## src/rtl/bp_write_master_pkg.sv

```systemverilog
package bp_write_master_pkg;

    // Machine states of the write master
    typedef enum logic [1:0] {
        ST_IDLE    = 2'd0,
        ST_STREAM  = 2'd1,
        ST_OVERRUN = 2'd2
    } bpwm_state_e;

    // Largest legal overrun window
    localparam int unsigned OVR_MAX = 6;

endpackage

```

## src/rtl/bpwm_ovr_counter.sv

```systemverilog
module bpwm_ovr_counter #(
    parameter int unsigned OVR_LIMIT = 6,
    parameter int unsigned CNT_W     = 3
) (
    input  logic clk,
    input  logic rst,
    input  logic load,
    input  logic inc,
    output logic at_limit,
    output logic one_left
);

    localparam logic [CNT_W-1:0] LIM_V = CNT_W'(OVR_LIMIT);

    logic [CNT_W-1:0] count_q;

    always_ff @(posedge clk) begin
        if (rst || load) begin
            count_q <= '0;
        end else if (inc && (count_q != LIM_V)) begin
            count_q <= count_q + 1'b1;
        end
    end

    assign at_limit = (count_q == LIM_V);

    generate
        if (OVR_LIMIT > 0) begin : g_window
            localparam logic [CNT_W-1:0] LAST_V = CNT_W'(OVR_LIMIT - 1);
            assign one_left = (count_q == LAST_V);
        end else begin : g_nowindow
            assign one_left = 1'b0;
        end
    endgenerate


    cnt_bound_chk: assert property (@(posedge clk) disable iff (rst)
        count_q <= LIM_V);


    cnt_hold_chk: assert property (@(posedge clk) disable iff (rst)
        (!inc && !load) |=> $stable(count_q));

endmodule

```

## src/rtl/bpwm_fsm.sv

```systemverilog
module bpwm_fsm
    import bp_write_master_pkg::*;
(
    input  logic        clk,
    input  logic        rst,
    input  logic        ready,
    input  logic        word_sent,
    input  logic        at_limit,
    input  logic        one_left,
    output bpwm_state_e state,
    output logic        ovr_load,
    output logic        ovr_inc
);

    bpwm_state_e state_q;
    bpwm_state_e state_d;
    logic        exhaust;

    assign exhaust = at_limit || (word_sent && one_left);

    always_ff @(posedge clk) begin
        if (rst) begin
            state_q <= ST_IDLE;
        end else begin
            state_q <= state_d;
        end
    end

    always_comb begin
        state_d = state_q;
        unique case (state_q)
            ST_IDLE:    if (ready)   state_d = ST_STREAM;   // T_GO
            ST_STREAM:  if (!ready)  state_d = ST_OVERRUN;  // T_BACKOFF
            ST_OVERRUN: if (exhaust) state_d = ST_IDLE;     // T_EXHAUST
            default:                 state_d = ST_IDLE;
        endcase
    end

    always_comb begin
        ovr_load = 1'b0;
        ovr_inc  = 1'b0;
        unique case (state_q)
            ST_IDLE:    ;
            ST_STREAM:  ovr_load = !ready;
            ST_OVERRUN: ovr_inc  = word_sent;
            default:    ;
        endcase
    end

    assign state = state_q;


    idle_hold_chk: assert property (@(posedge clk) disable iff (rst)
        (state_q == ST_IDLE && !ready) |=> (state_q == ST_IDLE));


    stream_fall_chk: assert property (@(posedge clk) disable iff (rst)
        (state_q == ST_STREAM && !ready) |=> (state_q == ST_OVERRUN));


    ovr_stay_chk: assert property (@(posedge clk) disable iff (rst)
        (state_q == ST_OVERRUN && !at_limit && !(word_sent && one_left))
            |=> (state_q == ST_OVERRUN));


    no_ovr_to_stream_chk: assert property (@(posedge clk) disable iff (rst)
        (state_q == ST_OVERRUN) |=> (state_q != ST_STREAM));

endmodule

```

## src/rtl/bpwm_drive.sv

```systemverilog
module bpwm_drive
    import bp_write_master_pkg::*;
#(
    parameter int unsigned DATA_W = 16
) (
    input  logic              clk,
    input  logic              rst,
    input  bpwm_state_e       state,
    input  logic              ready,
    input  logic              at_limit,
    input  logic              up_empty,
    input  logic [DATA_W-1:0] up_data,
    output logic              word_sent,
    output logic              up_pop,
    output logic              snk_valid,
    output logic [DATA_W-1:0] snk_data
);

    logic allowed;

    always_comb begin
        allowed = 1'b0;
        unique case (state)
            ST_IDLE:    allowed = 1'b0;
            ST_STREAM:  allowed = ready;
            ST_OVERRUN: allowed = !at_limit;
            default:    allowed = 1'b0;
        endcase
    end

    assign word_sent = allowed && !up_empty;
    assign up_pop    = word_sent;
    assign snk_valid = word_sent;
    assign snk_data  = word_sent ? up_data : '0;


    empty_quiet_chk: assert property (@(posedge clk) disable iff (rst)
        up_empty |-> !snk_valid);


    idle_quiet_chk: assert property (@(posedge clk) disable iff (rst)
        (state == ST_IDLE) |-> !snk_valid);


    data_zero_chk: assert property (@(posedge clk) disable iff (rst)
        !snk_valid |-> (snk_data == '0));

endmodule

```

## src/rtl/bp_write_master.sv

```systemverilog
module bp_write_master
    import bp_write_master_pkg::*;
#(
    parameter int unsigned DATA_W    = 16,
    parameter int unsigned OVR_LIMIT = 6
) (
    input  logic              clk,
    input  logic              rst,
    input  logic              up_empty,
    input  logic [DATA_W-1:0] up_data,
    output logic              up_pop,
    input  logic              snk_ready,
    output logic              snk_valid,
    output logic [DATA_W-1:0] snk_data
);

    localparam int unsigned CNT_W = $clog2(OVR_MAX + 1);

    bpwm_state_e state;
    logic        ovr_load;
    logic        ovr_inc;
    logic        at_limit;
    logic        one_left;
    logic        word_sent;

    bpwm_fsm u_fsm (
        .clk       (clk),
        .rst       (rst),
        .ready     (snk_ready),
        .word_sent (word_sent),
        .at_limit  (at_limit),
        .one_left  (one_left),
        .state     (state),
        .ovr_load  (ovr_load),
        .ovr_inc   (ovr_inc)
    );

    bpwm_ovr_counter #(
        .OVR_LIMIT (OVR_LIMIT),
        .CNT_W     (CNT_W)
    ) u_cnt (
        .clk      (clk),
        .rst      (rst),
        .load     (ovr_load),
        .inc      (ovr_inc),
        .at_limit (at_limit),
        .one_left (one_left)
    );

    bpwm_drive #(
        .DATA_W (DATA_W)
    ) u_drive (
        .clk       (clk),
        .rst       (rst),
        .state     (state),
        .ready     (snk_ready),
        .at_limit  (at_limit),
        .up_empty  (up_empty),
        .up_data   (up_data),
        .word_sent (word_sent),
        .up_pop    (up_pop),
        .snk_valid (snk_valid),
        .snk_data  (snk_data)
    );


    reset_quiet_chk: assert property (@(posedge clk)
        rst |=> !snk_valid);


    pop_match_chk: assert property (@(posedge clk) disable iff (rst)
        up_pop == snk_valid);

endmodule

```

## config.mk

```make
export PLATFORM = sky130hd
export DESIGN_NAME = bp_write_master
export DESIGN_NICKNAME = d
export VERILOG_FILES = /design/src/rtl/bp_write_master_pkg.sv /design/src/rtl/bpwm_ovr_counter.sv /design/src/rtl/bpwm_fsm.sv /design/src/rtl/bpwm_drive.sv /design/src/rtl/bp_write_master.sv
export SDC_FILE = /design/constraint.sdc
export NUM_CORES = 1
export LEC_CHECK = 0
export CORE_AREA = 3 3 40 42
export DETAILED_ROUTE_END_ITERATION = 10
export DIE_AREA = 0 0 43 45
export DONT_BUFFER_PORTS = 1
export PLACE_DENSITY = 0.48
export SYNTH_ARGS = -nofsm -noshare
export SYNTH_HDL_FRONTEND = slang
export SYNTH_SLANG_ARGS = --single-unit
```

## constraint.sdc

```tcl
create_clock -name clk -period 3.1 [get_ports clk]
set_input_delay 0.465 -clock clk [delete_from_list [all_inputs] [get_ports clk]]
set_output_delay 0.465 -clock clk [all_outputs]
set_load 0.1 [all_outputs]
```

# Word-level counts from Yosys, hierarchy flattened
# Index checks and enable logic that the tools add are counted.
dict set report word_totals {
  register_bits 5
  input_bits 20
  out_inout_bits 18
}
dict set report classes {
  n_eq_ne 8
  reduce_logical 10
  add_sub_neg 1
  n_mux 8
}
# cell count
set op_table {}
lappend op_table {{$mux W16} 1}
lappend op_table {{$eq A3 B3 Y1 const B} 2}
lappend op_table {{$mux W2} 3}
lappend op_table {{$ne A2 B2 Y1 const B} 3}
lappend op_table {{$pmux W2 S3} 1}
lappend op_table {{$add A3 B1 Y3 const B} 1}
lappend op_table {{$logic_and A1 B1 Y1} 3}
lappend op_table {{$logic_not A1 Y1} 3}
lappend op_table {{$ne A3 B3 Y1 const B} 1}
lappend op_table {{$reduce_and A3 Y1} 1}
lappend op_table {{$eq A2 B1 Y1 const B} 1}
lappend op_table {{$eq A2 B2 Y1 const B} 1}
lappend op_table {{$logic_not A2 Y1} 1}
lappend op_table {{$logic_or A1 B1 Y1} 2}
lappend op_table {{$mux W1} 2}
lappend op_table {{$pmux W1 S2} 1}

# Depth between registers and ports, before layout
# Gate-level depths: netlist (run 1).
dict set report depth {
  ltp_word 8
  mapped_depth 6
  depth_no_buf 5
}

# Modules after synthesis
# A second synthesis (run 1) with hierarchy kept.
dict set report hier_totals {
  hier_cells 74
  hier_area_um2 686.9
}
# mod area_per_inst_um2 cells_per_inst instances
set by_module_without_submodules {}
lappend by_module_without_submodules {bpwm_drive 380.4 45 1}
lappend by_module_without_submodules {bpwm_ovr_counter 203.9 20 1}
lappend by_module_without_submodules {bpwm_fsm 102.6 9 1}

# Worst setup path before layout (run 1)
# No wires, ideal clock.
dict set report synth_path {
  path_type {reg2out}
  startpoint {register u_cnt.count_q[0]}
  endpoint {output snk_data[0]}
  setup_slack_ns 0.253
  stages_incl_launch_ff 7
  n_path_buf 1
  required_ns 2.635
  arrival_ns 2.382
  path_cell_list {dfxtp_1 > inv_1 > ha_1 > a21bo_2 > a21oi_2 > buf_2 > and2_1}
}
dict set report synth_via {
  elab_chain_cells 5
}
# element line
set synth_lines {}
lappend synth_lines {{start, declared} bpwm_ovr_counter.sv:15} ;# logic [CNT_W-1:0] count_q;
lappend synth_lines {{start signal, assigned} bpwm_ovr_counter.sv:21} ;# count_q <= count_q + 1'b1;
lappend synth_lines {{$eq A3 B3 Y1} bpwm_ovr_counter.sv:25} ;# assign at_limit = (count_q == LIM_V);
lappend synth_lines {{$logic_not A1 Y1} bpwm_drive.sv:26} ;# ST_OVERRUN: allowed = !at_limit;
lappend synth_lines {{$pmux W1 S2} bpwm_drive.sv:23} ;# unique case (state)
lappend synth_lines {{$logic_and A1 B1 Y1} bpwm_drive.sv:31} ;# assign word_sent = allowed && !up_empty;
lappend synth_lines {{named net snk_valid} bp_write_master.sv:13} ;# output logic snk_valid,
lappend synth_lines {{$mux W16} bpwm_drive.sv:34} ;# assign snk_data = word_sent ? up_data : '0;
lappend synth_lines {{end, declared} bp_write_master.sv:14} ;# output logic [DATA_W-1:0] snk_data
# The timed path passes the listed nets, and every way through them passes these cells.

# Worst setup path in the final report (run 1)
dict set report layout_path {
  startpoint {register u_cnt.count_q[0]}
  endpoint {output snk_valid}
}
dict set report layout_via {
  elab_chain_cells 4
}
# element line
set layout_lines {}
lappend layout_lines {{$eq A3 B3 Y1} bpwm_ovr_counter.sv:25}
lappend layout_lines {{$logic_not A1 Y1} bpwm_drive.sv:26}
lappend layout_lines {{$pmux W1 S2} bpwm_drive.sv:23}
lappend layout_lines {{$logic_and A1 B1 Y1} bpwm_drive.sv:31}
lappend layout_lines {{end, declared} bp_write_master.sv:13}
# Every way passes these cells.

==> flow_summary.ini, run 1 <==
[cells_and_area]
syn2layout_area_growth_pct = 34.01
n_fill_cell = 127
drive_above_1_share = 0.3000
finalCoreUtilization = 0.5141
diodes = 0
fin_nets = 109

[pwr]
p_int_mw = 0.2029
pwr-share-clk = 0.160
power_frac_seq = 0.191
ir_worst_vdd_mv = 0.2710
p_comb_frac = 0.649
total_leakage_power_nw = 0.3244
power_density_mw_per_mm2 = 686.8
switching_share = 0.5529
power_switching_mw = 0.2509

[route]
wl_per_cell_um = 11.26
viasPerCell = 4.674
wl_met3_um = 187
wl_met1_um = 371
postRouteAntennaNets = 0
maxUsedRoutingLayer = met4
drt_first_iter_violations = 1
met2WireLength_um = 500
drc = 0
first_pass_iters = 4
via_count = 444
wl_mm = 1.070

[synthesis]
syn_area_per_cell_um2 = 8.082
synthMostInstantiatedCell = and2_1
ys_warn_count = 0
synth_top_area_frac = 0.2030
syn-cell-area_um2 = 493.0
synthArstFlopShare = 0
ys_seq_elements = 5
synth_commonest_cells = and2_1, ha_1, inv_1
ys.flop_type = dfxtp_1
synth_edf_count = 0
synth_area_leader_cell = and2_1
yosysUniqueCellTypes = 19
syn_inst = 61
ys_seq_area_frac = 0.2030
ys_top_cells_by_area = and2_1, dfxtp_1, ha_1, inv_1, mux2i_1
synth_fp_nets = 89

[timing]
fin_ws_ns = 0.6834
clock_skew_ns = 0.003364
finalMaxSlewViolations = 0
fin_crit_sh = 0.7796
fin_setup_tns_ns = 0
relSlewSlack = 0.6403
fmaxAchievable_mhz = 413.8
tightest_slew_ns = 0.5440
rsz0062_at_grt = no
final-hold-violation-count = 0
finalSetupViolations = 0
post-route-min-period_ns = 2.417

[place]
port_buffers = 0
pre_cts_ws_ns = 0.9108
place.gp.congestion = 0.6755
dp_hpwl_um = 887.5

[clocking]
ctsHtreeMaxLevel = 1
root_buffer = clkbuf_4
cts_setup_buffers = 0
cts_tree = done
cts_num_sinks = 5
clk_pin_slew_ns = 0.04
cts_hold_buf = 0
cts_buffers = 3
clk_path_buf_depth = 2
worstSkewPairLatency_ns = 0.24
cts_resized = 0

[run]
cap_viol_max_count = 0

[grt]
antenna_found_initial = 0
grt_use_total = 0.1251
grt_pass1_wl_mm = 1.752
grt-ovfl-total = 0
grt_pass1_vias = 415
grt_max_degree = 18

[setup_path]
worstSetupPathType = flip-flop to output pin
cp_max_fo = 17
slowest_delay_ns = 0.54
worstSetupStartpointType = flip-flop
end_kind = output pin
crit_chain = inv_1, ha_1, a21bo_2, a21oi_4, buf_4
arrival_ns = 1.95
crit_slowest_cell = buf_4
worstPathRequired_ns = 2.63

[floorplanning]
initial_core_util = 0.3836
fp-row-count = 13
ioPinCount = 38
die_w_um = 43
die_h_um = 45
dieArea_mm2 = 0.001935
core-area_mm2 = 0.001285

[outcome]
status = completed

[min_path]
min_path_type = primary input to flip-flop
==> registers in the layout (all words and copies together) (netlist names) <==
signal,cells
u_cnt.count_q,3
u_fsm.state,2
==> final cells by class <==
cell class,count,area (um2),share of cell area
Timing Repair Buffer,17,127.6,0.1932
Sequential cell,5,100.1,0.1515
Clock buffer,4,26.28,0.03977
Inverter,8,30.03,0.04545
Tap cell,15,18.77,0.02841
Multi-Input combinational cell,46,357.8,0.5417
==> power groups by stage <==
stage	registers (mW)	logic, mW	clock network, mW
2_1_floorplan	0.0849	0.248	0
3_3_place_gp	0.0869	0.295	0
3_5_place_dp	0.0877	0.294	0
4_1_cts	0.0866	0.296	0.0757
5_1_grt	0.0880	0.316	0.0781
6_report	0.0865	0.295	0.0728
==> placed cells by master, fill, tap and decap left out, drive strengths merged <==
master  netlist  routed
mux2i         2       2
a21oi         4       4
dfxtp         5       5
nand2b        1       1
ha            8       8
clkinv        1       1
o31ai         1       1
a21bo         1       1
and4b         1       1
buf           2      17
o21ai         3       3
o221a         1       1
inv           7       7
clkbuf        0       4
nand2         5       5
or3           2       2
or4           1       1
and2         16      16
==> logic make-up (layout without fill, tap and decap cells) <==
kind of cell | Yosys count | after routing | share of synthesized area
mux | 2 | 2 | 0.04061
simple gates | 26 | 26 | 0.3300
flops | 5 | 5 | 0.2031
fa+ha+maj | 8 | 8 | 0.2031
buf+inv | 10 | 29 | 0.08629
compound gates | 10 | 10 | 0.1370
==> worst max-delay path: cells and delay by family, from the launching register on <==
kind | cells | cell delay, ns
AO/OA/AOI/OAI | 2 | 0.55
adder cells (fa/ha/maj) | 1 | 0.19
buffers and inverters | 2 | 0.60
flip-flops | 1 | 0.37
==> per-layer routing <==
layer | track usage | vias to the layer above
li1 | - | 235
met1 | 0.1283 | 178
met2 | 0.2036 | 29
met3 | 0.05578 | 2
met4 | 0.09036 | 0
met5 | 0 | -
==> stage by stage <==
step | power (mW) | instances | hold slack, ns | area, um2
finish | 0.4537 | 95 | 0.4773 | 660.6
global route | 0.4816 | 95 | 0.5037 | 660.6
CTS | 0.4585 | 95 | 0.4683 | 660.6
detailed placement | 0.3820 | 91 | 0.5003 | 634.4
global placement | 0.3824 | 91 | 0.4978 | 634.4
floorplan | 0.3328 | 61 | 0.4515 | 493.0
==> path summary, 6_finish.rpt <==
path              slack, ns                             to  cells past startpoint                     startpoint
hold reg to reg        0.51    u_fsm.state[1]$_SDFFE_PP0P_                      2    u_fsm.state[1]$_SDFFE_PP0P_
hold / removal         0.48    u_fsm.state[0]$_SDFFE_PP0P_                      3                            rst
setup reg to reg       1.50  u_cnt.count_q[2]$_SDFFE_PP0P_                      5    u_fsm.state[0]$_SDFFE_PP0P_
setup / recovery       0.68                      snk_valid                      5  u_cnt.count_q[0]$_SDFFE_PP0P_
No activity file was read; power rests on OpenSTA's default activity.
==> run 2: changes to the inputs <==
--- a/config.mk
+++ b/config.mk
@@ -5,11 +5,12 @@
 export SDC_FILE = /design/constraint.sdc
 export NUM_CORES = 1
 export LEC_CHECK = 0
+export ABC_AREA = 1
 export CORE_AREA = 3 3 40 42
 export DETAILED_ROUTE_END_ITERATION = 10
 export DIE_AREA = 0 0 43 45
 export DONT_BUFFER_PORTS = 1
-export PLACE_DENSITY = 0.48
+export PLACE_DENSITY = 0.58
 export SYNTH_ARGS = -nofsm -noshare
 export SYNTH_HDL_FRONTEND = slang
 export SYNTH_SLANG_ARGS = --single-unit
==> constraint.sdc (replaced) <==
create_clock -name clk -period 2.1 [get_ports clk]
set_input_delay 0.315 -clock clk [delete_from_list [all_inputs] [get_ports clk]]
set_output_delay 0.315 -clock clk [all_outputs]
set_load 0.1 [all_outputs]
==> run 2 against run 1 <==
Sequential share of layout area shrank 6.3 points. Via count up 42%. Largest power group unchanged. Routed wire length increased by 84%. Critical path depth grew 3.
==> flow_summary.ini, run 2 <==
[outcome]
status = completed

[synthesis]
synthArstFlopShare = 0
ys_top_cells_by_area = inv_1, dfxtp_1, ha_1, nor2_2, nor2_1
synth_commonest_cells = inv_1, nor2_1, nor2_2
synth_area_leader_cell = inv_1
ys.flop_type = dfxtp_1
syn-cell-area_um2 = 591.8
synth_edf_count = 0
syn_inst = 93
synthMostInstantiatedCell = inv_1
syn_area_per_cell_um2 = 6.364
ys_warn_count = 0
synth_top_area_frac = 0.1776
yosysUniqueCellTypes = 16
synth_fp_nets = 121
ys_seq_area_frac = 0.1691
ys_seq_elements = 5

[clocking]
cts_buffers = 3
cts_tree = done
root_buffer = clkbuf_4
ctsHtreeMaxLevel = 1
worstSkewPairLatency_ns = 0.23
clk_pin_slew_ns = 0.04
cts_num_sinks = 5
clk_path_buf_depth = 2

[setup_path]
worstPathRequired_ns = 1.78
arrival_ns = 1.77
worstSetupPathType = flip-flop to output pin
cp_max_fo = 8
end_kind = output pin
worstSetupStartpointType = flip-flop

[place]
port_buffers = 0
place_area_mm2 = 0.001008
dp_hpwl_mm = 1.223
place.gp.congestion = 0.7619

[route]
postRouteAntennaNets = 0
drt_first_iter_violations = 15
via_count = 629
viasPerCell = 4.802
first_pass_iters = 4
wl_mm = 1.970
wl_per_cell_um = 15.04
drc = 0

[floorplanning]
die_w_um = 43
ioPinCount = 38
die_h_um = 45
initial_core_util = 0.4606
core-area_mm2 = 0.001285
dieArea_mm2 = 0.001935
fp-row-count = 13

[timing]
post-route-min-period_ns = 2.089
relSlewSlack = 0.8139
tightest_slew_ns = 0.2791
fin_crit_sh = 0.9947
finalMaxSlewViolations = 0
holdWs_ns = 0.2464
final-hold-violation-count = 0
fmaxAchievable_mhz = 478.7
clock_skew_ns = 0.001628
finalSetupViolations = 0

[cells_and_area]
drive_above_1_share = 0.4310
diodes = 0
largest_register_ffs = 3
syn2layout_area_growth_pct = 93.24
layout_commonest_cell = inv_1
mostFrequentLayoutCells = inv_1, buf_12, nor2_4
fin_nets = 145
final_cell_area_mm2 = 0.001144
top_register = u_cnt.count_q
n_fill_cell = 59

[grt]
antenna_found_initial = 0
grt_pass1_vias = 544
grt-ovfl-total = 0
grt_pass1_wl_mm = 2.290
grt_max_degree = 18
grt_use_total = 0.1589

[run]
cap_viol_max_count = 0

[pwr]
total_leakage_power_nw = 0.5304
power_density_mw_per_mm2 = 1175
power.total_mw = 1.344
ir_worst_vdd_mv = 0.7963

[min_path]
min_path_type = primary input to flip-flop
-- run 2: changes by cell type after synthesis, sizes merged, moves of 2 or more --
cell,previous run,this run
o21ai,3,1
nand3,0,3
mux2i,2,0
and2,16,1
nand2,5,15
or3,2,0
nor2,0,24
inv,7,29
-- run 2: what timing repair did --
item / in CTS / in global routing
gates cloned: 0 / 2
resized for setup: 2 / 9
pin swaps: 0 / 2
buffers inserted: 0 / 1
endpoints found under the setup margin: 18 / 18
hold buffers: 0 / 0
-- run 2: layout make-up --
type	instances	area [um2]	share of cell area
timing repair buffer	19	380.4	0.3326
tap	15	18.77	0.01641
multi-input combinational	59	505.5	0.4420
clock buffer	4	26.28	0.02298
sequential	5	101.3	0.08862
inverter	29	111.4	0.09737
-- run 2: metal layers --
metal | global-route usage | up-vias | share of wire
li1 | - | 308 | -
met1 | 0.1779 | 285 | 0.38
met2 | 0.2814 | 33 | 0.55
met3 | 0.03187 | 3 | 0.059
met4 | 0.09036 | 0 | 0.0096
met5 | 0 | - | 0
-- run 2: logic make-up after synthesis --
kind of cell    synth area share
simple gates              0.3890
buf+inv                   0.2304
fa+ha+maj                 0.1691
compound gates           0.04228
flops                     0.1691
-- run 2: power breakdown --
| group | total, mW | internal [mW] | switching (mW) |
|---|---|---|---|
| Clock | 0.104 | 0.0714 | 0.0327 |
| Combinational | 1.10 | 0.376 | 0.721 |
| Sequential | 0.143 | 0.122 | 0.0216 |
-- run 2: metrics by stage --
stage                     instances  setup slack, ns  TNS [ns]    util
after floorplan                  93          -0.4667    -3.267       -
after global placement          124           0.2225         0  0.7848
after detailed placement        124           0.1461         0  0.7848
after CTS                       128         -0.01811  -0.05112  0.8160
after global routing            131         -0.03821   -0.2806  0.8900
final                           131          0.01110         0  0.8900
-- run 2: worst max-delay path, cell delays in order, from the launching register on --
cell and delay (ns):
dfxtp_1 0.34, inv_1 0.12, ha_4 0.29, inv_1 0.06, nor2_4 0.15, buf_12 0.15, nand2_8 0.11, nor2_4 0.13
buf_12 0.18
-- run 2: path summary, 6_finish.rpt --
check                              startpoint                          end  slack, ns  depth (start not counted)
setup / recovery  u_fsm.state[1]$_SDFFE_PP0P_                  snk_data[0]       0.01                          8
hold / removal                            rst  u_fsm.state[0]$_SDFFE_PP0P_       0.25                          3
setup reg to reg  u_fsm.state[1]$_SDFFE_PP0P_  u_fsm.state[0]$_SDFFE_PP0P_       0.68                          9
hold reg to reg   u_fsm.state[0]$_SDFFE_PP0P_  u_fsm.state[0]$_SDFFE_PP0P_       0.52                          2
